`config.mk`:
```
export PLATFORM = sky130hd
export DESIGN_NAME = gpio_word_port
export DESIGN_NICKNAME = d
export VERILOG_FILES = /design/src/rtl/gpio_word_pkg.sv /design/src/rtl/gpio_word_decode.sv /design/src/rtl/gpio_word_store.sv /design/src/rtl/gpio_word_sync.sv /design/src/rtl/gpio_word_remap.sv /design/src/rtl/gpio_word_port.sv
export SDC_FILE = /design/constraint.sdc
export NUM_CORES = 1
export LEC_CHECK = 0
export CAP_MARGIN = 20
export CORE_MARGIN = 1
export CORE_UTILIZATION = 45
export CTS_CLUSTER_SIZE = 24
export DETAILED_ROUTE_END_ITERATION = 6
export PLACE_DENSITY = 0.83
export SLEW_MARGIN = 20
export SYNTH_ARGS = -nofsm -noshare
export SYNTH_HDL_FRONTEND = slang
export SYNTH_HIERARCHICAL = 1
export SYNTH_SLANG_ARGS = --single-unit
```
`constraint.sdc`:
```
create_clock -name clk -period 1.7 [get_ports clk]
set_input_delay 0.51 -clock clk [delete_from_list [all_inputs] [get_ports clk]]
set_output_delay 0.51 -clock clk [all_outputs]
set_load 0.1 [all_outputs]
```
`src/rtl/gpio_word_pkg.sv`:
```
package gpio_word_pkg;

  typedef enum logic [1:0] {
    OFS_DATA = 2'd0,
    OFS_SET  = 2'd1,
    OFS_CLR  = 2'd2,
    OFS_NONE = 2'd3
  } gw_ofs_e;

  typedef struct packed {
    logic wr_data;
    logic wr_set;
    logic wr_clr;
    logic rd_data;
    logic rd_zero;
  } gw_dec_t;

  function automatic bit gw_width_ok(input int w);
    return (w == 8) || (w == 16) || (w == 32) || (w == 64);
  endfunction

endpackage

```
`src/rtl/gpio_word_decode.sv`:
```
module gpio_word_decode
  import gpio_word_pkg::*;
#(
  parameter int ADDR_W     = 2,
  parameter bit HAS_SETCLR = 1'b1
) (
  input  logic [ADDR_W-1:0] bus_addr,
  input  logic              bus_wr,
  input  logic              bus_rd,
  output gw_dec_t           dec
);

  logic    hit;
  gw_ofs_e ofs;

  // Only the lowest word offsets exist; any higher address misses.
  assign hit = ((bus_addr >> 2) == '0);
  assign ofs = gw_ofs_e'(bus_addr[1:0]);

  always_comb begin
    dec = '0;
    if (hit) begin
      unique case (ofs)
        OFS_DATA: begin
          dec.wr_data = bus_wr;
          dec.rd_data = bus_rd;
        end
        OFS_SET:  dec.wr_set = bus_wr & HAS_SETCLR;
        OFS_CLR:  dec.wr_clr = bus_wr & HAS_SETCLR;
        default:  ;
      endcase
    end
    dec.rd_zero = bus_rd & ~dec.rd_data;
  end

endmodule

```
`src/rtl/gpio_word_store.sv`:
```
module gpio_word_store #(
  parameter int W = 8
) (
  input  logic         clk,
  input  logic         rst_n,
  input  logic         wr_data,
  input  logic         wr_set,
  input  logic         wr_clr,
  input  logic [W-1:0] wdata,
  output logic [W-1:0] data_q
);

  logic [W-1:0] data_nxt;
  logic         data_en;

  // Clear is applied before set, so set wins if both ever fire together.
  always_comb begin
    data_nxt = data_q;
    if (wr_data) data_nxt = wdata;
    if (wr_clr)  data_nxt = data_nxt & ~wdata;
    if (wr_set)  data_nxt = data_nxt | wdata;
  end

  assign data_en = wr_data | wr_set | wr_clr;

  always_ff @(posedge clk or negedge rst_n) begin
    if (!rst_n)       data_q <= '0;
    else if (data_en) data_q <= data_nxt;
  end

  a_r2_full_load: assert property (@(posedge clk) disable iff (!rst_n)
    (wr_data && !wr_set && !wr_clr) |=> (data_q == $past(wdata)));

  a_r2_hold_idle: assert property (@(posedge clk) disable iff (!rst_n)
    (!wr_data && !wr_set && !wr_clr) |=> $stable(data_q));

  a_r3_set_ones: assert property (@(posedge clk) disable iff (!rst_n)
    (wr_set && !wr_data) |=>
      (((data_q & $past(wdata)) == $past(wdata)) &&
       ((data_q & ~$past(wdata)) == ($past(data_q) & ~$past(wdata)))));

  a_r4_clear_ones: assert property (@(posedge clk) disable iff (!rst_n)
    (wr_clr && !wr_set && !wr_data) |=>
      (((data_q & $past(wdata)) == '0) &&
       ((data_q & ~$past(wdata)) == ($past(data_q) & ~$past(wdata)))));

endmodule

```
`src/rtl/gpio_word_sync.sv`:
```
module gpio_word_sync #(
  parameter int W      = 8,
  parameter int STAGES = 2
) (
  input  logic         clk,
  input  logic         rst_n,
  input  logic [W-1:0] async_in,
  output logic [W-1:0] sync_out
);

  logic [W-1:0] stg_q [STAGES];

  for (genvar s = 0; s < STAGES; s++) begin : g_stage
    if (s == 0) begin : g_first
      always_ff @(posedge clk or negedge rst_n) begin
        if (!rst_n) stg_q[s] <= '0;
        else        stg_q[s] <= async_in;
      end
    end else begin : g_next
      always_ff @(posedge clk or negedge rst_n) begin
        if (!rst_n) stg_q[s] <= '0;
        else        stg_q[s] <= stg_q[s-1];
      end
    end
  end

  assign sync_out = stg_q[STAGES-1];

endmodule

```
`src/rtl/gpio_word_remap.sv`:
```
module gpio_word_remap #(
  parameter int W       = 8,
  parameter bit REVERSE = 1'b0
) (
  input  logic [W-1:0] src,
  output logic [W-1:0] dst
);

  for (genvar i = 0; i < W; i++) begin : g_bit
    if (REVERSE) begin : g_rev
      assign dst[i] = src[W-1-i];
    end else begin : g_str
      assign dst[i] = src[i];
    end
  end

endmodule

```
`src/rtl/gpio_word_port.sv`:
```
module gpio_word_port
  import gpio_word_pkg::*;
#(
  parameter int             WIDTH      = 8,
  parameter int             ADDR_W     = 2,
  parameter bit             HAS_SETCLR = 1'b1,
  parameter bit             BIG_ENDIAN = 1'b0,
  parameter logic [WIDTH-1:0] IN_MASK  = '0
) (
  input  logic              clk,
  input  logic              rst_n,
  input  logic [ADDR_W-1:0] bus_addr,
  input  logic              bus_wr,
  input  logic [WIDTH-1:0]  bus_wdata,
  input  logic              bus_rd,
  output logic [WIDTH-1:0]  bus_rdata,
  input  logic [WIDTH-1:0]  pin_in,
  output logic [WIDTH-1:0]  pin_out
);

  localparam bit WIDTH_OK    = gw_width_ok(WIDTH);
  localparam int SYNC_STAGES = 2;

  if (!WIDTH_OK) begin : g_bad_width
    $error("gpio_word_port: WIDTH must be 8, 16, 32 or 64");
  end

  gw_dec_t          dec;
  logic [WIDTH-1:0] data_q;
  logic [WIDTH-1:0] pins_sync;
  logic [WIDTH-1:0] rb_pin;
  logic [WIDTH-1:0] rb_reg;
  logic [WIDTH-1:0] rdata_nxt;
  logic             rdata_en;

  gpio_word_decode #(
    .ADDR_W     (ADDR_W),
    .HAS_SETCLR (HAS_SETCLR)
  ) u_decode (
    .bus_addr (bus_addr),
    .bus_wr   (bus_wr),
    .bus_rd   (bus_rd),
    .dec      (dec)
  );

  gpio_word_store #(
    .W (WIDTH)
  ) u_store (
    .clk     (clk),
    .rst_n   (rst_n),
    .wr_data (dec.wr_data),
    .wr_set  (dec.wr_set),
    .wr_clr  (dec.wr_clr),
    .wdata   (bus_wdata),
    .data_q  (data_q)
  );

  // Register bits to pins.
  gpio_word_remap #(
    .W       (WIDTH),
    .REVERSE (BIG_ENDIAN)
  ) u_map_out (
    .src (data_q),
    .dst (pin_out)
  );

  gpio_word_sync #(
    .W      (WIDTH),
    .STAGES (SYNC_STAGES)
  ) u_sync (
    .clk      (clk),
    .rst_n    (rst_n),
    .async_in (pin_in),
    .sync_out (pins_sync)
  );

  // Readback is chosen per pin, then mapped back into register bit order.
  assign rb_pin = (IN_MASK & pins_sync) | (~IN_MASK & pin_out);

  gpio_word_remap #(
    .W       (WIDTH),
    .REVERSE (BIG_ENDIAN)
  ) u_map_in (
    .src (rb_pin),
    .dst (rb_reg)
  );

  always_comb begin
    rdata_nxt = '0;
    if (dec.rd_data) rdata_nxt = rb_reg;
  end

  assign rdata_en = dec.rd_data | dec.rd_zero;

  always_ff @(posedge clk or negedge rst_n) begin
    if (!rst_n)        bus_rdata <= '0;
    else if (rdata_en) bus_rdata <= rdata_nxt;
  end

  a_r6_other_reads_zero: assert property (@(posedge clk) disable iff (!rst_n)
    (bus_rd && (bus_addr != '0)) |=> (bus_rdata == '0));

  a_r9_rdata_hold: assert property (@(posedge clk) disable iff (!rst_n)
    !bus_rd |=> $stable(bus_rdata));

  a_r7_pin_order: assert property (@(posedge clk) disable iff (!rst_n)
    pin_out[0] == (BIG_ENDIAN ? data_q[WIDTH-1] : data_q[0]));

  a_r5_no_setclr: assert property (@(posedge clk) disable iff (!rst_n)
    (!HAS_SETCLR && bus_wr && (bus_addr != '0)) |=> $stable(pin_out));

endmodule

```
Yosys cells after proc, flatten, opt, wreduce, memory -nomap -nowiden
Cells that the tools add are included.
Word-level totals
  input port bits: 22
  register bits: 16
  output and inout port bits: 16
  logic and storage cells: 21
Operators by class
  equality and inequality tests: 2
  bitwise gates (word level): 8
  multiplexer cells: 8
  reduce and logical (&&, ||, !) cells: 1
Operators by type and width (count)
  two-way mux 8 bit: 4
  AND 8 bit: 1
  NOT 8 bit: 1
  bitwise OR 8 bit: 1
  two-way mux 1 bit: 4
  bitwise OR 1 bit: 3
  equality test 2 x 1 -> 1 bit, second input constant: 1
  equality test 2 bit, second input constant: 1
  logical NOT 2 bit: 1
  AND 1 bit: 1
  NOT 1 bit: 1

Logic depth before layout (Yosys ltp)
  word-level depth: 7
  mapped depth: 4
  gate-level depth less buffers: 3

Cells and area by module
Netlist, hierarchy kept.
By module, submodules not included
  gpio_word_store: cells an instance 36, area each 473.0 µm², sequential area each 200.2 µm², instances 1
  gpio_word_port: cells an instance 18, area each 301.5 µm², sequential area each 200.2 µm², instances 1
  gpio_word_remap: cells an instance 8, area each 60.1 µm², sequential area each 0.0 µm², instances 2
  gpio_word_decode: cells an instance 5, area each 40.0 µm², sequential area each 0.0 µm², instances 1

Worst setup path before layout
OpenSTA, ideal clock, no wires.
  path type: input port to flip-flop
  from: in bus_addr[0]
  to: reg u_store.data_q[0]
  cell stages on the path: 3
  data required time: 1.579 ns
  library setup time: 0.121 ns
  setup slack: 0.224 ns
  arrival time: 1.355 ns
  buffers on the path: 0
  path through: nor3b_1 > and2b_2 > o22a_1
On the way
  cells in the longest elaborated chain, start to end: 7
  elaborated cells on any way between the ends: 13
  classes of those cells: eq/ne: 2; mux: 6; bitwise: 4; reduce/logical: 1
RTL lines
  from (decl): line gpio_word_port.sv:12  | input logic [ADDR_W-1:0] bus_addr,
  logical NOT 2 bit: line gpio_word_decode.sv:23  | unique case (ofs)
  two-way mux 1 bit: line gpio_word_decode.sv:23
  two-way mux 8 bit: line gpio_word_store.sv:19  | if (wr_data) data_nxt = wdata;
  AND 8 bit: line gpio_word_store.sv:20  | if (wr_clr) data_nxt = data_nxt & ~wdata;
  two-way mux 8 bit: line gpio_word_store.sv:20
  bitwise OR 8 bit: line gpio_word_store.sv:21  | if (wr_set) data_nxt = data_nxt | wdata;
  two-way mux 8 bit: line gpio_word_store.sv:21
  to (signal assigned): line gpio_word_store.sv:28  | else if (data_en) data_q <= data_nxt;
  to (decl): line gpio_word_store.sv:10  | output logic [W-1:0] data_q
Parallel ways exist; a longest one is shown, timed or not.
A chain may end at the register's enable or synchronous reset.

==> results.txt <==
Initial antenna violation count -> 0
Finish-stage setup viols -> 0
Min Tclk post-route -> 1.64 ns
Placed cell area -> 1360 sq um
Cts bufs inserted -> 3
DR pass1 iterations -> 4
Seq/Total Area, Yosys -> 42.8%
Clk_skew -> 0.00424 ns
# rows -> 16
Final Wtd Congestion -> 0.701
Die area -> 2260 sq um
Syn Std Cell Area -> 935 sq um
Count of input and output buffers -> 29
DRC errors left -> 0
R2R depth -> 2
HPWL Detailed -> 1480 um
Die height -> 47.6 um
Rel. slew slack -> 83.2%
Synth cell types -> 17
Routed WL per cell -> 15.2 um
H-tree Lvls -> 1
WP data arrival -> 1.81 ns
Post-route setup slack -> 0.0572 ns
Largest net degree at the start of global routing -> 17
DRT Wirelength -> 1920 um
Via count -> 652
Core area -> 1960 sq um
Vias in the first global route -> 622
Yosys reg bits -> 16
Gr usage total -> 18.3%
Fin. Hold Viols -> 0
CTS tree -> done
Syn Area/Cell -> 12.5 sq um
Area Growth Syn to Fin -> 51.4%
CTS root buf -> clkbuf_4
Layout cells sized above 1 -> 46.5%
Final Core Density -> 72.1%
Slew Viols, Final -> 0
Hold crit path type -> input pin to asynchronous set/reset pin
Pwr dens -> 978 nW/um^2
Initial Utilization -> 47.6%
Detailed Route Iter0 Violations -> 10
Synthesized Nets -> 97
Pre-CTS setup slack -> -0.296 ns
Design area -> 1420 sq um
# IOs -> 38
Setup TNS -> 0 ns
R2r endpoint -> u_store/data_q[7]
Max Cap Viol -> 0
Fin nets -> 122
Grt ovf -> 0
Final period utilization -> 96.6%
Highest-count cells in the layout ignoring fill and taps -> buf_12 (18), dfrtp_1 (16), clkdlybuf4s50_1 (12)
Peak supply drop -> 0.496 mV
Leak -> 0.664 nW
Crit Reg-Reg Startpoint -> u_store/data_q[7]
Die Span X -> 47.6 um
Setup crit end kind -> flip-flop
CP startpoint kind -> input pin
Worst Path Required -> 1.87 ns
Clk Latency, worst-skew pair -> 0.28 ns
CTS Buffer Depth -> 2
CP max FO -> 16
Setup Crit Path Kind -> input pin to flip-flop
Diodes inserted -> 0
Status -> finished, final reports clean
First-pass GRT wire length -> 2820 um
Hold_buf cts -> 0
Clock slew at reported path FFs -> 0.09 ns
Post-Synthesis Cells -> 75
Worst-margin pin slew -> 0.253 ns
Commonest non-fill, non-tap cell in the layout -> buf_12
# clock sinks -> 16
Final ANT Viol Nets -> 0
Synth warn -> 6
Vias per cell -> 5.17
Hold slack -> 0.535 ns
FF-to-FF setup slack -> 0.72 ns
Max Freq -> 0.609 GHz
==> cells in the mapped netlist <==
cell       count  share of area [%]
buf_4         17                 14
dfrtp_1       16                 43
a22o_1         8                7.5
a2bb2oi_2      7                 11
o22a_1         7                6.6
and2b_2        6                5.6
and3b_1        2                1.9
buf_6          2                2.4
nor3b_1        2                1.6
a2bb2oi_1      1               0.94
clkbuf_2       1               0.53
nand2_1        1               0.40
nand2b_1       1               0.67
nor2_8         1                2.1
nor2b_1        1               0.67
o21a_1         1               0.80
o21ai_0        1               0.53
==> worst max-delay path: stages <==
cell             delay (ns)
clkdlybuf4s50_1        0.49
nor3b_2                0.24
buf_12                 0.18
and2b_2                0.21
o22a_1                 0.18
==> where the power goes <==
part           internal (mW)  total, mW  switching (mW)
Clock                  0.130      0.247           0.117
Combinational          0.273      0.654           0.382
Sequential             0.419      0.483          0.0640
Total                  0.822       1.38           0.562
==> per-stage QoR <==
step	std cells	power, mW
floorplan	75	0.945
global placement	120	1.13
detailed placement	120	1.14
CTS	124	1.40
global route	126	1.43
finish	126	1.38
==> how the worst max path moves through the flow <==
stage           startpoint           endpoint  slack [ns]  cells past startpoint
3_3_place_gp   bus_addr[1]  u_store/data_q[7]       -0.19                      5
3_5_place_dp   bus_addr[1]       bus_rdata[6]       -0.30                      6
2_1_floorplan  bus_addr[0]  u_store/data_q[0]        0.22                      3
4_1_cts        bus_addr[1]       bus_rdata[6]        0.02                      6
5_1_grt             bus_wr  u_store/data_q[4]      -0.009                      5
6_report            bus_wr  u_store/data_q[0]        0.06                      5
==> flip-flops by register name (all words and copies together) (netlist names) <==
register,cells
bus_rdata,8
u_store/data_q,8
==> kinds of logic (layout without fill, tap and decap cells) <==
family | Yosys count | count (layout) | synth area share (%)
AOI/OAI and AO/OA | 25 | 25 | 27.6
buffers and inverters | 20 | 44 | 16.6
and+or+nand+nor | 14 | 14 | 13.0
DFF | 16 | 16 | 42.8
==> final cells by class <==
type                    count  area (sq um)
clock buffers               4          36.3
fillers                   129           547
multi-input cells          39           384
flip-flops and latches     16           400
well taps                  27          33.8
repair buffers             40           561
==> per-layer routing <==
| layer | vias up | GRT usage (%) | part of all wire, % |
|---|---|---|---|
| li1 | 307 | - | - |
| met1 | 319 | 22.6 | 42 |
| met2 | 24 | 31.5 | 52 |
| met3 | 2 | 3.40 | 4.3 |
| met4 | 0 | 7.22 | 1.1 |
| met5 | - | 0 | 0 |
==> what timing repair did <==
action,CTS,global route
resized for setup,0,1
setup buffers,0,2
endpoints found under the setup margin,0,13
No activity file was read; power rests on OpenSTA's default activity.
